File: config.mk
export PLATFORM = sky130hd
export DESIGN_NAME = pit_timer
export DESIGN_NICKNAME = d
export VERILOG_FILES = /design/src/rtl/pit_pkg.sv /design/src/rtl/pit_core.sv /design/src/rtl/pit_regs.sv /design/src/rtl/pit_timer.sv
export SDC_FILE = /design/constraint.sdc
export NUM_CORES = 1
export LEC_CHECK = 0
export BUFFER_PORTS_ARGS = -buffer_cell sky130_fd_sc_hd__buf_2
export CAP_MARGIN = 10
export CORE_ASPECT_RATIO = 0.8
export CORE_UTILIZATION = 65
export DETAILED_ROUTE_END_ITERATION = 7
export PLACE_DENSITY = 0.82
export SYNTH_ARGS = -nofsm -noshare
export SYNTH_HDL_FRONTEND = slang
export SYNTH_SLANG_ARGS = --single-unit
File: constraint.sdc
create_clock -name clk -period 8.3 [get_ports clk]
set_input_delay 1.245 -clock clk [delete_from_list [all_inputs] [get_ports clk]]
set_output_delay 1.245 -clock clk [all_outputs]
set_load 0.05 [all_outputs]
File: src/rtl/pit_pkg.sv
package pit_pkg;
    typedef enum logic [0:0] {
        G_IDLE  = 1'b0,
        G_GUARD = 1'b1
    } guard_e;
endpackage

File: src/rtl/pit_core.sv
module pit_core #(
    parameter int CNT_W = 32
) (
    input  logic             clk,
    input  logic             rst_n,
    input  logic             tick,
    input  logic             restart,
    input  logic             irq_clr,
    input  logic [CNT_W-1:0] period,
    output logic [CNT_W-1:0] cnt,
    output logic             irq
);
    logic [CNT_W-1:0] cnt_inc;
    logic             run;
    logic             wrap;

    always_comb begin
        cnt_inc = cnt + CNT_W'(1);
        run     = tick && !restart && (period != '0);
        wrap    = run && (cnt_inc == period);
    end

    always_ff @(posedge clk or negedge rst_n) begin
        if (!rst_n) begin
            cnt <= '0;
        end else if (restart || wrap) begin
            cnt <= '0;
        end else if (run) begin
            cnt <= cnt_inc;
        end
    end

    always_ff @(posedge clk or negedge rst_n) begin
        if (!rst_n) begin
            irq <= 1'b0;
        end else if (wrap) begin
            irq <= 1'b1;
        end else if (irq_clr) begin
            irq <= 1'b0;
        end
    end
endmodule

File: src/rtl/pit_regs.sv
module pit_regs
    import pit_pkg::*;
#(
    parameter int NBYTES      = 4,
    parameter int ADDR_W      = 4,
    parameter int GUARD_TICKS = 1
) (
    input  logic                  clk,
    input  logic                  por_n,
    input  logic                  rst_n,
    input  logic                  tick,
    input  logic [ADDR_W-1:0]     addr,
    input  logic [7:0]            wdata,
    input  logic                  wr,
    input  logic                  rd,
    input  logic [8*NBYTES-1:0]   cnt,
    input  logic                  irq,
    output logic [7:0]            rdata,
    output logic [8*NBYTES-1:0]   period,
    output logic                  restart,
    output logic                  irq_clr,
    output logic                  busy
);
    localparam int IDX_W = (NBYTES > 1) ? $clog2(NBYTES) : 1;
    localparam int GC_W  = $clog2(GUARD_TICKS + 1);
    localparam logic [ADDR_W-1:0] A_PER  = ADDR_W'(NBYTES);
    localparam logic [ADDR_W-1:0] A_STAT = ADDR_W'(2 * NBYTES);
    localparam logic [GC_W-1:0]   GC_END = GC_W'(GUARD_TICKS - 1);

    guard_e state_q, state_d;
    logic [GC_W-1:0]              gcnt_q;
    logic [NBYTES-1:0][7:0]       shadow_q;
    logic [NBYTES-1:0][7:0]       per_q;
    logic [NBYTES-1:0][7:0]       cnt_b;
    logic [IDX_W-1:0]             idx;
    logic is_cnt, is_per, is_stat;
    logic snap, stage_wr, commit, guard_done;

    assign cnt_b  = cnt;
    assign period = per_q;

    always_comb begin
        idx        = addr[IDX_W-1:0];
        is_cnt     = addr < A_PER;
        is_per     = (addr >= A_PER) && (addr < A_STAT);
        is_stat    = addr == A_STAT;
        snap       = rd && is_cnt && (idx == '0) && !busy;
        stage_wr   = wr && is_per && (idx != '0) && !busy;
        commit     = wr && is_per && (idx == '0) && !busy;
        guard_done = tick && (gcnt_q == GC_END);
        restart    = commit;
        irq_clr    = wr && is_stat && wdata[0];
    end

    // guard state register
    always_ff @(posedge clk or negedge rst_n) begin
        if (!rst_n) begin
            state_q <= G_IDLE;
        end else begin
            state_q <= state_d;
        end
    end

    // guard next state
    always_comb begin
        state_d = state_q;
        unique case (state_q)
            G_IDLE:  if (commit)     state_d = G_GUARD;
            G_GUARD: if (guard_done) state_d = G_IDLE;
            default: state_d = G_IDLE;
        endcase
    end

    // guard outputs
    always_comb begin
        busy = 1'b0;
        unique case (state_q)
            G_IDLE:  busy = 1'b0;
            G_GUARD: busy = 1'b1;
            default: busy = 1'b0;
        endcase
    end

    always_ff @(posedge clk or negedge rst_n) begin
        if (!rst_n) begin
            gcnt_q <= '0;
        end else if (commit) begin
            gcnt_q <= '0;
        end else if (busy && tick) begin
            gcnt_q <= gcnt_q + GC_W'(1);
        end
    end

    always_ff @(posedge clk or negedge rst_n) begin
        if (!rst_n) begin
            shadow_q <= '0;
        end else if (snap) begin
            shadow_q <= cnt_b;
        end else if (stage_wr) begin
            shadow_q[idx] <= wdata;
        end
    end

    always_ff @(posedge clk or negedge por_n) begin
        if (!por_n) begin
            per_q <= '0;
        end else if (commit) begin
            per_q    <= shadow_q;
            per_q[0] <= wdata;
        end
    end

    always_ff @(posedge clk or negedge rst_n) begin
        if (!rst_n) begin
            rdata <= '0;
        end else if (rd) begin
            if (is_cnt) begin
                if (!busy) rdata <= (idx == '0) ? cnt_b[0] : shadow_q[idx];
            end else if (is_per) begin
                rdata <= per_q[idx];
            end else if (is_stat) begin
                rdata <= {6'b0, busy, irq};
            end else begin
                rdata <= '0;
            end
        end
    end
endmodule

File: src/rtl/pit_timer.sv
module pit_timer #(
    parameter int NBYTES      = 4,
    parameter int ADDR_W      = 4,
    parameter int GUARD_TICKS = 1
) (
    input  logic              clk,
    input  logic              por_n,
    input  logic              warm_n,
    input  logic              tick,
    input  logic [ADDR_W-1:0] addr,
    input  logic [7:0]        wdata,
    input  logic              wr,
    input  logic              rd,
    output logic [7:0]        rdata,
    output logic              irq
);
    localparam int CNT_W = 8 * NBYTES;

    logic             rst_n;
    logic [CNT_W-1:0] cnt_q;
    logic [CNT_W-1:0] period_q;
    logic             restart;
    logic             irq_clr;
    logic             busy;

    assign rst_n = por_n & warm_n;

    pit_regs #(
        .NBYTES(NBYTES), .ADDR_W(ADDR_W), .GUARD_TICKS(GUARD_TICKS)
    ) u_regs (
        .clk(clk), .por_n(por_n), .rst_n(rst_n), .tick(tick),
        .addr(addr), .wdata(wdata), .wr(wr), .rd(rd),
        .cnt(cnt_q), .irq(irq), .rdata(rdata), .period(period_q),
        .restart(restart), .irq_clr(irq_clr), .busy(busy)
    );

    pit_core #(.CNT_W(CNT_W)) u_core (
        .clk(clk), .rst_n(rst_n), .tick(tick), .restart(restart),
        .irq_clr(irq_clr), .period(period_q), .cnt(cnt_q), .irq(irq)
    );
endmodule

==> summary.md <==
| Metric | Value |
|---|---|
| Run status | finished clean |
| Grt ovf | 0 |
| Die Width | 110 um |
| CP peak stage delay | roughly 0.62 ns |
| Total of max-cap violations | 0 |
| TNS Setup | 0 ns |
| CP arrival | 4.57 ns |
| Synth unique cells | 57 |
| Syn_area_per_cell | 9.28 sq um |
| Hold Path Depth | 2 |
| HP Start | u_regs.rdata[0] |
| Share of the clock period used by the worst path | 0.526 |
| Setup CP Type | input pin to flop |
| Post-synth top flop | dfrtp_1 |
| Critical Path Slowest Stage Cell | o211a_1 |
| Commonest non-fill, non-tap cell in the layout | nand2_1 |
| Pwr dens | around 220 nW/um^2 |
| Leakage Power | roughly 3 nW |
| CP Capture Type | flop |
| CP Buf/Inv Count | 4 |
| Hold Path Class | flop to flop |
| Cells after Synth | 655 |
| Clock latency on the worst-skew pair | between 0.3 and 0.4 ns |
| CP most frequent cell | buf_4 |
| Die H | 88.5 um |
| Tmin final | between 4 and 5 ns |
| Number of synthesized register bits | between 90 and 100 |
| Net Count, Synth | between 600 and 700 |
| Reg2reg start | u_core.cnt[0] |
| Hold Fails Final Rpt | 0 |
| Initial Utilization | 0.670 |
| GRT Total Usage | 0.379 |
| Reg2Reg Setup Slack | roughly 4.4 ns |
| Least-Margin Pin Slew | approximately 0.93 ns |
| Diode count | 0 |
| Largest net degree at the start of global routing | 68 |
| Post-Synthesis Cell Area | slightly above 6000 sq um |
| Top cell type's share of synthesized area | 0.407 |
| Via count | around 5200 |
| Area after DPL | a little over 6000 sq um |
| H-tree levels | 3 |
| Hold-fix buffer count after cts | 0 |
| CP Cell Sequence | buf_2 > nor2_1 > nand2_1 > buf_4 > o211a_1 > inv_1 > a211oi_1 > nand4_1 > nor4_4 > buf_4 > nor3_1 |
| Area grow syn2layout | 5.43% |
| TritonCTS buffer count | 9 |
| Sequential share of the synthesized area | 0.407 |
| Placer Congestion | approximately 1 |
| Root buf cell | clkbuf_16 |
| Drt pass-1 iters | 6 |
| IO Port Bufs | 26 |
| DR iter-0 viols | 624 |
| Pins over their slew limit | 0 |
| DRC | 0 |
| Fraction of layout cells with a size suffix above 1 | 0.140 |
| Maximum vdd drop | around 0.00024 V |
| Asr flop ratio synth | 1.00 |
| Critical-path maximum fanout | 35 |
| Top cells by area, synth | dfrtp_1 (41%), nand2_1 (11%), xnor2_1 (6.6%), mux4_2 (5.9%), xor2_1 (4.5%) |
| Die Area | around 9700 sq um |
| Fill cells | between 700 and 800 |
| RSZ-0062 raised after global routing | false |
| Post-synth EDFFs | 0 |
| RR Endpoint | u_core.cnt[0] |
| Design Area, Final | ~6400 sq um |
| Most frequent cells in the layout | nand2_1 (182), dfrtp_1 (99), xnor2_1 (46), xor2_1 (31), nor2_1 (29) |
| Clk buf depth | 2 |
| CP Data Required Time | 8.51 ns |
| Worst clock skew | 0.0109 ns |
| CTS clock-pin slew for the worst setup and hold paths | approximately 0.070 ns |
| Final setup viols | 0 |
| Top Ports | 27 |
| FF-to-FF path depth | 10 |
| TritonCTS clock tree | done |
| Post-DR vias/cell | around 6.8 |
| Detailed Place HPWL | roughly 12 mm |
| Max-Slew Margin vs Limit | 0.375 |
| Hold EP | u_regs.rdata[0] |
| Placement row count | 31 |
| Top Family by Delay on Critical Path | buffers and inverters |
| Number of global-route vias before repair | just under 5000 |
| Number of synthesis warnings | 0 |
| Avg WL per Cell | between 20 and 25 um |
| Layout net count | about 670 |
| Startpoint Class | input pin |
| Max Fclk | about 230 MHz |
| Clock sinks | 99 |
| Yosys top cell by area | dfrtp_1 |
| Final WL | around 18 mm |
| Antenna violations before repair | 1 |
| Final ANT Viol Nets | 0 |
| CTS resizes | 0 |
| First-pass GRT wire length | 26.7 mm |
| Core Area | approximately 9100 sq um |
| Setup Buffers After CTS | 0 |
[logic make-up (layout without fill, tap and decap cells)]
kind of cell / Yosys count / count (layout) / share of synthesized area
buf+inv: 51 / 53 / 0.0562
compound gates: 61 / 61 / 0.0675
simple gates: 340 / 340 / 0.280
xor+xnor: 77 / 77 / 0.111
fa+ha+maj: 1 / 1 / 0.00206
mux: 26 / 26 / 0.0757
flops: 99 / 99 / 0.407
[worst max path at each step]
stage	start	endpoint	depth (start not counted)
floorplan	warm_n	u_core.cnt[0]	1
global placement	addr[0]	u_core.cnt[31]	11
detailed placement	addr[0]	u_core.cnt[20]	11
CTS	addr[0]	u_core.cnt[20]	11
global route	addr[0]	u_core.cnt[25]	11
finish	addr[0]	u_core.cnt[0]	11
[per-layer routing]
layer / vias up / GRT usage / share of wire
met3: 59 / 0.112 / 0.14
met1: 2520 / 0.534 / 0.39
met5: - / 0 / 0
li1: 2261 / - / -
met4: 0 / 0.144 / 0.032
met2: 386 / 0.557 / 0.44
[layout make-up]
type	count	area [sq um]	share of cell area
Sequential cell	99	2480	0.386
Clock inverter	6	70.1	0.0109
Timing Repair Buffer	34	210	0.0328
Inverter	3	11.3	0.00176
Multi-Input combinational cell	505	3270	0.510
Clock buffer	10	229	0.0357
Tap cell	115	144	0.0224
[metrics by stage]
| stage | power (mW) | instances | hold slack (ns) | setup slack (ns) | utilization |
|---|---|---|---|---|---|
| 6_report | 1.43 | 772 | 0.478 | 3.94 | 0.706 |
| 5_1_grt | 1.49 | 772 | 0.501 | 3.68 | 0.706 |
| 4_1_cts | 1.42 | 771 | 0.486 | 4.03 | 0.703 |
| 3_5_place_dp | 0.990 | 755 | 0.471 | 3.70 | 0.670 |
| 3_3_place_gp | 0.976 | 755 | 0.465 | 3.86 | 0.670 |
| 2_1_floorplan | 0.900 | 655 | 0.451 | 4.99 | - |
[worst min-delay path, cell delays in order, from the launching register on]
cell and delay [ns]:
dfrtp_1 0.34, nand2_1 0.04, o21ai_0 0.06
[synth_stat cells (3+ instances only)]
cell and instances:
a22oi_1 24, a31oi_1 3, and3_1 4, and4_1 7
buf_2 4, buf_4 8, buf_6 8, clkbuf_1 20
clkbuf_8 5, dfrtp_1 99, inv_1 3, mux2i_1 10
mux4_2 16, nand2_1 182, nand3_1 17, nand4_1 21
nor2_1 29, nor3_1 25, nor3_2 12, nor3b_1 4
nor4_1 13, o21ai_0 21, or3_1 3, xnor2_1 46
xor2_1 31
[registers in the layout, indices dropped and copies added, names as in the netlist]
signal / count
u_core.cnt: 32
u_core.irq: 1
u_regs.gcnt_q: 1
u_regs.period: 32
u_regs.rdata: 8
u_regs.shadow_q: 24
u_regs.state_q: 1
[report_power, final]
part	total, mW	leakage, nW	internal (mW)	switching, mW
clock network	0.428	0.148	0.237	0.191
registers	0.679	1.33	0.551	0.128
logic	0.325	1.48	0.147	0.178
(Power assumes the default switching activity.)
